--- src/rtl/pwin_pkg.sv ---
// Package: shared constants and types for the PCI window register bank.
// Assumes byte offsets of 12 bits and 32-bit bus halves of 64-bit registers.
package pwin_pkg;

    // Kind of register an offset selects after decode.
    typedef enum logic [2:0] {
        K_BASE = 3'd0,
        K_MASK = 3'd1,
        K_TBA  = 3'd2,
        K_CTL  = 3'd3,
        K_RAZ  = 3'd4,
        K_BAD  = 3'd5
    } csr_kind_e;

    // Writable bits of the bridge control register.
    localparam logic [63:0] CTL_WMASK = 64'h0000_001C_FF0F_C7FF;

    // Translated base is held as a page number; this is the page shift.
    localparam int PAGE_SHIFT = 10;

    // Width of the window slot field inside a register group.
    localparam int SLOT_W = 2;

endpackage

--- src/rtl/pwin_decode.sv ---
// Module: offset decoder. Maps a byte offset to a register kind and a window
// slot. Address bit 2 (the half select) is ignored here; the caller decides
// whether a decode is needed at all. Assumes ADDR_W >= 12 and NWIN <= 4.
module pwin_decode
    import pwin_pkg::*;
#(
    parameter int ADDR_W = 12,
    parameter int NWIN   = 4
) (
    input  logic [ADDR_W-1:0] addr,
    output csr_kind_e         kind,
    output logic [SLOT_W-1:0] slot
);

    localparam int GRP_W = ADDR_W - 8;

    logic [GRP_W-1:0] grp;
    logic             aligned;
    logic             win_ok;

    assign grp     = addr[ADDR_W-1:8];
    assign slot    = addr[7:6];
    assign aligned = (addr[1:0] == 2'b00) && (addr[5:3] == 3'b000);
    assign win_ok  = (32'(slot) < NWIN);

    // Classify the offset by its 256-byte group and its slot within it.
    always_comb begin
        kind = K_BAD;
        if (aligned) begin
            if (grp == GRP_W'(0)) begin
                kind = win_ok ? K_BASE : K_BAD;
            end else if (grp == GRP_W'(1)) begin
                kind = win_ok ? K_MASK : K_BAD;
            end else if (grp == GRP_W'(2)) begin
                kind = win_ok ? K_TBA : K_BAD;
            end else if (grp == GRP_W'(3)) begin
                if (slot == 2'd0) begin
                    kind = K_CTL;
                end else if (slot == 2'd1 || slot == 2'd3) begin
                    kind = K_RAZ;
                end
            end else if (grp == GRP_W'(4)) begin
                kind = K_RAZ;
            end else if (grp == GRP_W'(5)) begin
                if (slot[1] == 1'b0) begin
                    kind = K_RAZ;
                end
            end else if (grp == GRP_W'(8)) begin
                if (slot == 2'd0) begin
                    kind = K_RAZ;
                end
            end
        end
    end

endmodule

--- src/rtl/pwin_split_latch.sv ---
// Module: the shared temporary word that joins 32-bit halves into 64-bit
// register accesses. Loads when load_en is high; otherwise holds.
module pwin_split_latch #(
    parameter int DATA_W = 32
) (
    input  logic              clk,
    input  logic              rst_n,
    input  logic              load_en,
    input  logic [DATA_W-1:0] load_val,
    output logic [DATA_W-1:0] q
);

    // Hold or reload the temporary word.
    always_ff @(posedge clk) begin
        if (!rst_n) begin
            q <= '0;
        end else if (load_en) begin
            q <= load_val;
        end
    end

endmodule

--- src/rtl/pwin_window.sv ---
// Module: one DMA window: base, mask and translated page number. A commit
// supplies the assembled 64-bit value; base and mask keep its low word, the
// page number keeps bits [SHIFT +: TPFN_W]. Assumes at most one select high.
module pwin_window #(
    parameter int DATA_W = 32,
    parameter int TPFN_W = 32,
    parameter int SHIFT  = 10
) (
    input  logic                clk,
    input  logic                rst_n,
    input  logic                wr_base,
    input  logic                wr_mask,
    input  logic                wr_tba,
    input  logic [2*DATA_W-1:0] val,
    output logic [DATA_W-1:0]   base_q,
    output logic [DATA_W-1:0]   mask_q,
    output logic [TPFN_W-1:0]   tpfn_q
);

    // Base register update.
    always_ff @(posedge clk) begin
        if (!rst_n) begin
            base_q <= '0;
        end else if (wr_base) begin
            base_q <= val[DATA_W-1:0];
        end
    end

    // Mask register update.
    always_ff @(posedge clk) begin
        if (!rst_n) begin
            mask_q <= '0;
        end else if (wr_mask) begin
            mask_q <= val[DATA_W-1:0];
        end
    end

    // Translated base stored as a page number.
    always_ff @(posedge clk) begin
        if (!rst_n) begin
            tpfn_q <= '0;
        end else if (wr_tba) begin
            tpfn_q <= val[SHIFT +: TPFN_W];
        end
    end

endmodule

--- src/rtl/pwin_ctl_reg.sv ---
// Module: bridge control register. A commit replaces only the bits set in
// WMASK; the rest keep their stored value.
module pwin_ctl_reg #(
    parameter int          REG_W = 64,
    parameter logic [63:0] WMASK = 64'h0
) (
    input  logic             clk,
    input  logic             rst_n,
    input  logic             wr,
    input  logic [REG_W-1:0] val,
    output logic [REG_W-1:0] q
);

    localparam logic [REG_W-1:0] M = WMASK[REG_W-1:0];

    // Masked merge of the committed value.
    always_ff @(posedge clk) begin
        if (!rst_n) begin
            q <= '0;
        end else if (wr) begin
            q <= (q & ~M) | (val & M);
        end
    end

endmodule

--- src/rtl/pwin_csr_bank.sv ---
// Module: top of the PCI window register bank. Splits each 64-bit register
// into two 32-bit bus halves through one shared latch, decodes offsets,
// and returns read data one cycle after the request. Assumes one-cycle
// requests with known fields while req_valid is high.
module pwin_csr_bank
    import pwin_pkg::*;
#(
    parameter int ADDR_W = 12,
    parameter int DATA_W = 32,
    parameter int NWIN   = 4
) (
    input  logic                   clk,
    input  logic                   rst_n,
    input  logic                   req_valid,
    input  logic                   req_write,
    input  logic [ADDR_W-1:0]      req_addr,
    input  logic [DATA_W-1:0]      req_wdata,
    output logic                   rsp_valid,
    output logic [DATA_W-1:0]      rsp_rdata,
    output logic                   err_pulse,
    output logic [NWIN*DATA_W-1:0] win_base_o,
    output logic [NWIN*DATA_W-1:0] win_mask_o,
    output logic [NWIN*DATA_W-1:0] win_tpfn_o,
    output logic [2*DATA_W-1:0]    ctl_o
);

    localparam int REG_W  = 2 * DATA_W;
    localparam int TPFN_W = DATA_W;

    csr_kind_e         kind;
    logic [SLOT_W-1:0] slot;
    logic              rd_lo, rd_hi, wr_lo, wr_hi;
    logic              is_bad;
    logic              commit;
    logic [REG_W-1:0]  assembled;
    logic [REG_W-1:0]  rd_val;
    logic [DATA_W-1:0] latch_q;
    logic              latch_en;
    logic [DATA_W-1:0] latch_d;

    logic [DATA_W-1:0] base_w [NWIN];
    logic [DATA_W-1:0] mask_w [NWIN];
    logic [TPFN_W-1:0] tpfn_w [NWIN];

    pwin_decode #(.ADDR_W(ADDR_W), .NWIN(NWIN)) u_dec (
        .addr (req_addr),
        .kind (kind),
        .slot (slot)
    );

    // Classify the request by direction and half.
    assign rd_lo = req_valid && !req_write && !req_addr[2];
    assign rd_hi = req_valid && !req_write &&  req_addr[2];
    assign wr_lo = req_valid &&  req_write && !req_addr[2];
    assign wr_hi = req_valid &&  req_write &&  req_addr[2];

    assign is_bad    = (rd_lo || wr_hi) && (kind == K_BAD);
    assign commit    = wr_hi && (kind != K_BAD);
    assign assembled = {req_wdata, latch_q};

    // Latch source: write data on a low write, high word on a good low read.
    always_comb begin
        latch_en = 1'b0;
        latch_d  = req_wdata;
        if (wr_lo) begin
            latch_en = 1'b1;
        end else if (rd_lo && !is_bad) begin
            latch_en = 1'b1;
            latch_d  = rd_val[REG_W-1:DATA_W];
        end
    end

    pwin_split_latch #(.DATA_W(DATA_W)) u_latch (
        .clk      (clk),
        .rst_n    (rst_n),
        .load_en  (latch_en),
        .load_val (latch_d),
        .q        (latch_q)
    );

    // One window instance per slot, each with its own commit selects.
    for (genvar gi = 0; gi < NWIN; gi++) begin : g_win
        logic hit;
        assign hit = commit && (slot == SLOT_W'(gi));

        pwin_window #(
            .DATA_W (DATA_W),
            .TPFN_W (TPFN_W),
            .SHIFT  (PAGE_SHIFT)
        ) u_win (
            .clk     (clk),
            .rst_n   (rst_n),
            .wr_base (hit && (kind == K_BASE)),
            .wr_mask (hit && (kind == K_MASK)),
            .wr_tba  (hit && (kind == K_TBA)),
            .val     (assembled),
            .base_q  (base_w[gi]),
            .mask_q  (mask_w[gi]),
            .tpfn_q  (tpfn_w[gi])
        );

        assign win_base_o[gi*DATA_W +: DATA_W] = base_w[gi];
        assign win_mask_o[gi*DATA_W +: DATA_W] = mask_w[gi];
        assign win_tpfn_o[gi*DATA_W +: DATA_W] = tpfn_w[gi];
    end

    pwin_ctl_reg #(.REG_W(REG_W), .WMASK(CTL_WMASK)) u_ctl (
        .clk   (clk),
        .rst_n (rst_n),
        .wr    (commit && (kind == K_CTL)),
        .val   (assembled),
        .q     (ctl_o)
    );

    // Select the 64-bit value a decoded read returns.
    always_comb begin
        rd_val = '0;
        for (int i = 0; i < NWIN; i++) begin
            if (slot == SLOT_W'(i)) begin
                if (kind == K_BASE) rd_val = REG_W'(base_w[i]);
                if (kind == K_MASK) rd_val = REG_W'(mask_w[i]);
                if (kind == K_TBA)  rd_val = REG_W'(tpfn_w[i]) << PAGE_SHIFT;
            end
        end
        if (kind == K_CTL) rd_val = ctl_o;
    end

    // Register the response and the error pulse.
    always_ff @(posedge clk) begin
        if (!rst_n) begin
            rsp_valid <= 1'b0;
            rsp_rdata <= '0;
            err_pulse <= 1'b0;
        end else begin
            rsp_valid <= rd_lo || rd_hi;
            err_pulse <= is_bad;
            if (rd_hi) begin
                rsp_rdata <= latch_q;
            end else if (rd_lo) begin
                rsp_rdata <= is_bad ? '1 : rd_val[DATA_W-1:0];
            end else begin
                rsp_rdata <= '0;
            end
        end
    end

endmodule

--- config.mk ---
export PLATFORM = sky130hd
export DESIGN_NAME = pwin_csr_bank
export DESIGN_NICKNAME = d
export VERILOG_FILES = /design/src/rtl/pwin_pkg.sv /design/src/rtl/pwin_decode.sv /design/src/rtl/pwin_split_latch.sv /design/src/rtl/pwin_window.sv /design/src/rtl/pwin_ctl_reg.sv /design/src/rtl/pwin_csr_bank.sv
export SDC_FILE = /design/constraint.sdc
export NUM_CORES = 1
export LEC_CHECK = 0
export BUFFER_PORTS_ARGS = -buffer_cell sky130_fd_sc_hd__buf_2
export CAP_MARGIN = 0
export CORE_MARGIN = 4
export CORE_UTILIZATION = 39
export CTS_CLUSTER_DIAMETER = 50
export DETAILED_ROUTE_END_ITERATION = 8
export GPL_ROUTABILITY_DRIVEN = 0
export SLEW_MARGIN = 20
export SYNTH_ARGS = -nofsm -noshare
export SYNTH_HDL_FRONTEND = slang
export SYNTH_SLANG_ARGS = --single-unit
--- constraint.sdc ---
create_clock -name clk -period 2.1 [get_ports clk]
set_input_delay 0.105 -clock clk [delete_from_list [all_inputs] [get_ports clk]]
set_output_delay 0.105 -clock clk [all_outputs]
set_load 0.02 [all_outputs]
==> out/results.tsv, run 1 <==
metric	value	unit
grt_pass1_wl	147000	um
tightest_slew	893	ps
clockRootBuffer	clkbuf_16	
holdWs	122	ps
max_stage_delay	670	ps
top_layer_used	met5	
critPathTopFamily	compound AO/OA/AOI/OAI gates	
fill_cells	5119	
synth_top_area_cell	dfxtp_1	
start_util	39.5	%
skew	17.1	ps
reg2reg_slack	160	ps
vias	23400	
overflow	0	
fin_area	27400	um2
routedWlPerCell	25.5	um
total_power	19.7	mW
hold_viol_final	0	
period_share	98.8	%
ys.flop_type	dfxtp_1	
yosys.cell_count.top_type	nand2_1	
power_density	719	nW/um2
port_buffers	493	
htreeDepth	2	
worstPathRequired	2550	ps
cts.clk_slew.worst_paths	60	ps
mappedNetlistArea	20800	um2
met3WireLength	12900	um
finalSetupTns	0	ps
cp.depth	9	
holdCritStartpoint	req_addr[2]	
syn_inst	2713	
cts_made_buffers	56	
drv_cap	0	
crit_fanout	18	
wirelength	103000	um
drtIter0Drc	3344	
synth_edf_count	0	
r2r-start	g_win[3].u_win.tpfn_q[11]	
cp_slowest_cell	or4b_1	
crit_path_start_kind	primary input	
regArea	9570	um2
ir_drop	0.592	mV
timing_worst_setup_path_type	in -> reg	
antenna_found_initial	9	
pre_cts_ws	-491	ps
holdPathStages	4	
rr_endpoint	rsp_rdata[21]	
drc	0	
drv_slew	0	
clock-sinks	478	
post_cts_buffers	0	
yosys_warnings	0	
synth_common_cells	nand2_1 (959), a21oi_1 (487), dfxtp_1 (478)	
gr-usage-all-layers	33.9	%
worst-path-buf-inv	3	
routed-wl-met2	43200	um
endpoint_kind	flop	
dieArea	57100	um2
wl_met1	41300	um
fin_crit	2070	ps
ios	530	
grt_pass1_vias	21300	
min_delay_worst_endpoint	u_latch.q[10]	
setup_viol	0	
clock_latency	620	ps
hold_path_class	in -> reg	
coreArea	52700	um2
post-route-util	52.1	%
async_reset_ff_share	0	%
synth_top_area_share	46.0	%
critPathArrivalTime	2530	ps
p_leak	11.1	nW
synth.top_cells.by_area	dfxtp_1 (46%), nand2_1 (17%), a21oi_1 (12%)	
crit_chain	buf_2, or4b_1, o211a_4, buf_12, buf_4, nand2_1, a21oi_1, o41ai_1, a211oi_1	
layout_setup_ws	25.5	ps
synth-seq-cells	478	
placedCellCount	3879	
r2r_cells	4	
synth_cell_types	67	
ant_nets	0	
dp_hpwl	75200	um
area_delta_synth_final	31.9	%
syn_area_per_cell	7.67	um2
multi_input_area	10100	um2
drive_gt1_share	26.2	%
place_area	25400	um2
cts_tree	done	
slew_headroom	40.4	%
cts_max_path_buffers	3	
rsz0062_at_grt	false	
fmax	482	MHz
ys_seq_area_share	46.0	%
die_h	239	um
rows	84	
die_width	239	um
vias_per_cell	5.82	
outcome	finished, final reports clean	
nets	3332	
post_layout_nonfiller_instances	4018	
grt_max_degree	100	
dr.pass1.iters	7	
==> report_power, final <==
part	switching (mW)	internal (mW)	total, mW
Clock	4.06	5.24	9.30
Combinational	0.787	0.424	1.21
Sequential	0.0997	9.10	9.20
==> registers in the layout (all words and copies together) (netlist names) <==
signal,count
err_pulse,1
g_win.u_win.base_q,128
g_win.u_win.mask_q,128
g_win.u_win.tpfn_q,128
rsp_rdata,32
rsp_valid,1
u_ctl.q,28
u_latch.q,32
==> routing by layer <==
layer,track usage [%],vias to the layer above
li1,-,10300
met1,46.5,11200
met2,49.6,1641
met3,10.4,279
met4,14.1,4
met5,0,-
==> kinds of logic (layout without fill, tap and decap cells) <==
kind of cell	after synthesis	in the layout	share of synthesized area, %
AND/OR/NAND/NOR	1140	1140	21.9
AO/OA/AOI/OAI	694	694	19.4
flip-flops	478	478	46.0
buffers and inverters	292	870	6.42
multiplexers	107	107	6.30
other	1	40	0.0180
XOR/XNOR	1	1	0.0421
==> area by class of cell <==
type                    instances  area share, %
multi-input cells            1978           36.9
flip-flops and latches        478           34.9
repair buffers                768           18.7
clock buffers                  79           5.76
well taps                     688           3.14
clock inverters                21          0.524
inverters                       2         0.0547
diodes                          4         0.0365
==> cell usage in the layout (no fill, tap or decap), types with 10 or more instances in the layout <==
cell type	n
a211oi_1	14
a21oi_1	486
a22oi_1	25
buf_12	41
buf_2	493
buf_4	199
clkbuf_1	16
clkbuf_16	58
clkinv_2	12
conb_1	36
dfxtp_1	478
dlygate4sd3_1	35
mux2_2	11
mux2i_1	77
mux4_2	18
nand2_1	959
nand3_1	26
nand4_1	15
nor2_1	66
nor3_1	10
nor4_1	14
o211ai_1	15
o21ai_0	28
o22ai_1	24
o2bb2ai_1	15
==> worst max-delay path by stage <==
| stage | from | endpoint | slack (ps) |
|---|---|---|---|
| global route | req_addr[7] | rsp_rdata[24] | 20 |
| CTS | req_addr[7] | rsp_rdata[24] | 120 |
| global placement | req_addr[7] | rsp_rdata[24] | -500 |
| floorplan | req_addr[10] | rsp_rdata[21] | 4 |
| detailed placement | req_addr[7] | rsp_rdata[24] | -490 |
| finish | req_addr[7] | rsp_rdata[24] | 30 |
==> worst min-delay path, stage by stage <==
cell     delay [ps]
buf_2           190
nor2_4          140
a22oi_1         200
nor2_1           50
==> timing repair <==
item | in CTS | in global routing
hold buffers | 35 | 0
endpoints found under the setup margin | 0 | 1
hold endpoints to repair | 80 | 0
gates resized for setup | 0 | 1
Power figures use the tool's default switching activity.
==> run 2: changes to the inputs <==
==> constraint.sdc (replaced) <==
create_clock -name clk -period 1.9 [get_ports clk]
set_input_delay 0.285 -clock clk [delete_from_list [all_inputs] [get_ports clk]]
set_output_delay 0.285 -clock clk [all_outputs]
set_load 0.02 [all_outputs]
==> run 2 against run 1 <==
Die area unchanged. Largest cell class unchanged. Critical path type unchanged. Clock power grew 19%. Critical path depth is 1 lower. Sequential cell count unchanged. Cell count rose by 1.1%. Routed wire length grew 1.5%. Power rose by 15%. Non-clock buffer count is 41 higher. First-iteration DRC count increased by 2.6%. Clock skew rose by 9.8 ps. Via count is 0.87% higher. Critical endpoint is now rsp_rdata[20].
==> out/results.tsv, run 2 (same netlist as run 1, synthesis figures left out) <==
metric	value	unit
drc	0	
coreArea	52700	um2
p_comb_share	6.7	%
drive_gt1_share	28.2	%
intPower	17.1	mW
p_sw_share	24.7	%
port_buffers	493	
overflow	0	
vias	23600	
p_leak	11.5	nW
nets	3371	
worstPathRequired	2360	ps
reg_top3	g_win.u_win.base_q (128), g_win.u_win.mask_q (128), g_win.u_win.tpfn_q (128)	
crit_path_start_kind	primary input	
fin_crit	1900	ps
regArea	9570	um2
grt_pass1_wl	148000	um
clockRootBuffer	clkbuf_16	
grt_max_degree	87	
endpoint_kind	flop	
fin_area	28200	um2
dieArea	57100	um2
hold_viol_final	0	
power_density	805	nW/um2
clock_power_share	48.7	%
ios	530	
cts_max_path_buffers	3	
critPathArrivalTime	2360	ps
setup_viol	0	
critPathTopFamily	compound AO/OA/AOI/OAI gates	
cts_tree	done	
holdWs	23.7	ps
hold_path_class	in -> reg	
wirelength	104000	um
crit_fanout	7	
drtIter0Drc	3432	
die_h	239	um
fill_cells	4946	
vias_per_cell	5.81	
start_util	39.5	%
p_sw	5.61	mW
clock_latency	630	ps
slew_headroom	46.7	%
most-common-layout-cells	nand2_1 (957), buf_2 (491), a21oi_1 (485)	
clock-sinks	478	
cts_made_buffers	54	
period_share	99.9	%
place_area	25700	um2
ir_drop	0.749	mV
htreeDepth	2	
antenna_found_initial	8	
layout_setup_ws	1.17	ps
area_delta_synth_final	35.8	%
worst-path-buf-inv	2	
die_width	239	um
timing_worst_setup_path_type	in -> reg	
grt_pass1_vias	21600	
cts.clk_slew.worst_paths	60	ps
outcome	finished, final reports clean	
rows	84	
cp_slowest_cell	or4b_4	
dr.pass1.iters	9	
ant_nets	0	
gr-usage-all-layers	34.1	%
crit_chain	buf_8, or4b_4, o211a_4, buf_12, mux2_4, a221o_1, a311oi_1, nor3_1	
rsz0062_at_grt	true	
max_stage_delay	570	ps
tightest_slew	798	ps
fmax	527	MHz
dp_hpwl	75600	um
drv_cap	0	
pre_cts_ws	-877	ps
final_common_cell	nand2_1	
seq_power_share	44.6	%
multi_input_area	10300	um2
routedWlPerCell	25.6	um
drv_slew	0	
skew	26.8	ps
[run 2: cell count changes in the layout (fill, tap and decap cells not counted), moves of 4 or more]
cell,before,now
mux2i_1,77,72
clkbuf_1,16,9
bufinv_16,0,5
buf_6,0,5
buf_4,199,227
clkbuf_8,5,12
o311ai_0,5,1
buf_12,41,52
dlygate4sd3_1,35,31
o311ai_1,0,4
[run 2: final timing paths]
kind / startpoint / end / slack, ps / cells past startpoint
hold / removal: req_wdata[14] / u_latch.q[14] / 20 / 3
setup reg to reg: g_win[2].u_win.tpfn_q[11] / rsp_rdata[21] / 40 / 4
hold reg to reg: g_win[1].u_win.base_q[9] / g_win[1].u_win.base_q[9] / 470 / 2
setup / recovery: req_addr[7] / rsp_rdata[20] / 1 / 8
[run 2: routing by layer]
metal  global-route usage, %  share of wire [%]  routed length, um  vias up
li1                        -                  -                  -    10400
met1                    47.5                 40              41800    11300
met2                    49.0                 42              43200     1664
met3                    11.0                 13              13800      279
met4                    14.2                5.1               5320        4
met5                       0              0.033                 34        -
[run 2: timing repair]
item | CTS | global route
endpoints found under the setup margin | 9 | 200
hold endpoints to repair | 69 | 0
gates cloned | 0 | 2
buffers inserted | 7 | 11
pin swaps | 3 | 11
hold buffers | 31 | 0
resized for setup | 7 | 35
[run 2: power by group through the flow]
stage / registers (mW) / clock network, mW / logic [mW]
after floorplan: 10.3 / 0 / 0.775
after global placement: 10.4 / 0 / 1.32
after detailed placement: 10.4 / 0 / 1.34
after CTS: 10.1 / 11.1 / 1.42
after global routing: 10.1 / 11.5 / 1.57
final: 10.1 / 11.1 / 1.52
[run 2: worst register-to-register path, delay by kind of cell, from the launching register on]
family,cells,cell delay (ps)
multiplexers,1,530
AO/OA/AOI/OAI,2,440
AND/OR/NAND/NOR,1,460
flip-flops,1,330
[run 2: final cells by class]
| cell class | instances | share of cell area [%] |
|---|---|---|
| Inverter | 2 | 0.0532 |
| Clock buffer | 76 | 5.58 |
| Clock inverter | 24 | 1.05 |
| Sequential cell | 478 | 33.9 |
| Antenna cell | 7 | 0.0620 |
| Tap cell | 688 | 3.05 |
| Timing Repair Buffer | 809 | 19.9 |
| Multi-Input combinational cell | 1978 | 36.4 |
[run 2: metrics by stage]
stage                     std cells  util, %  power [mW]  setup TNS, ps
final                          4062     53.6        22.7              0
after global routing           4060     53.6        23.2          -30.9
after CTS                      4042     53.1        22.7              0
after detailed placement       3904     48.8        11.7        -247370
after global placement         3904     48.8        11.7        -238730
after floorplan                2748        -        11.1         -77650
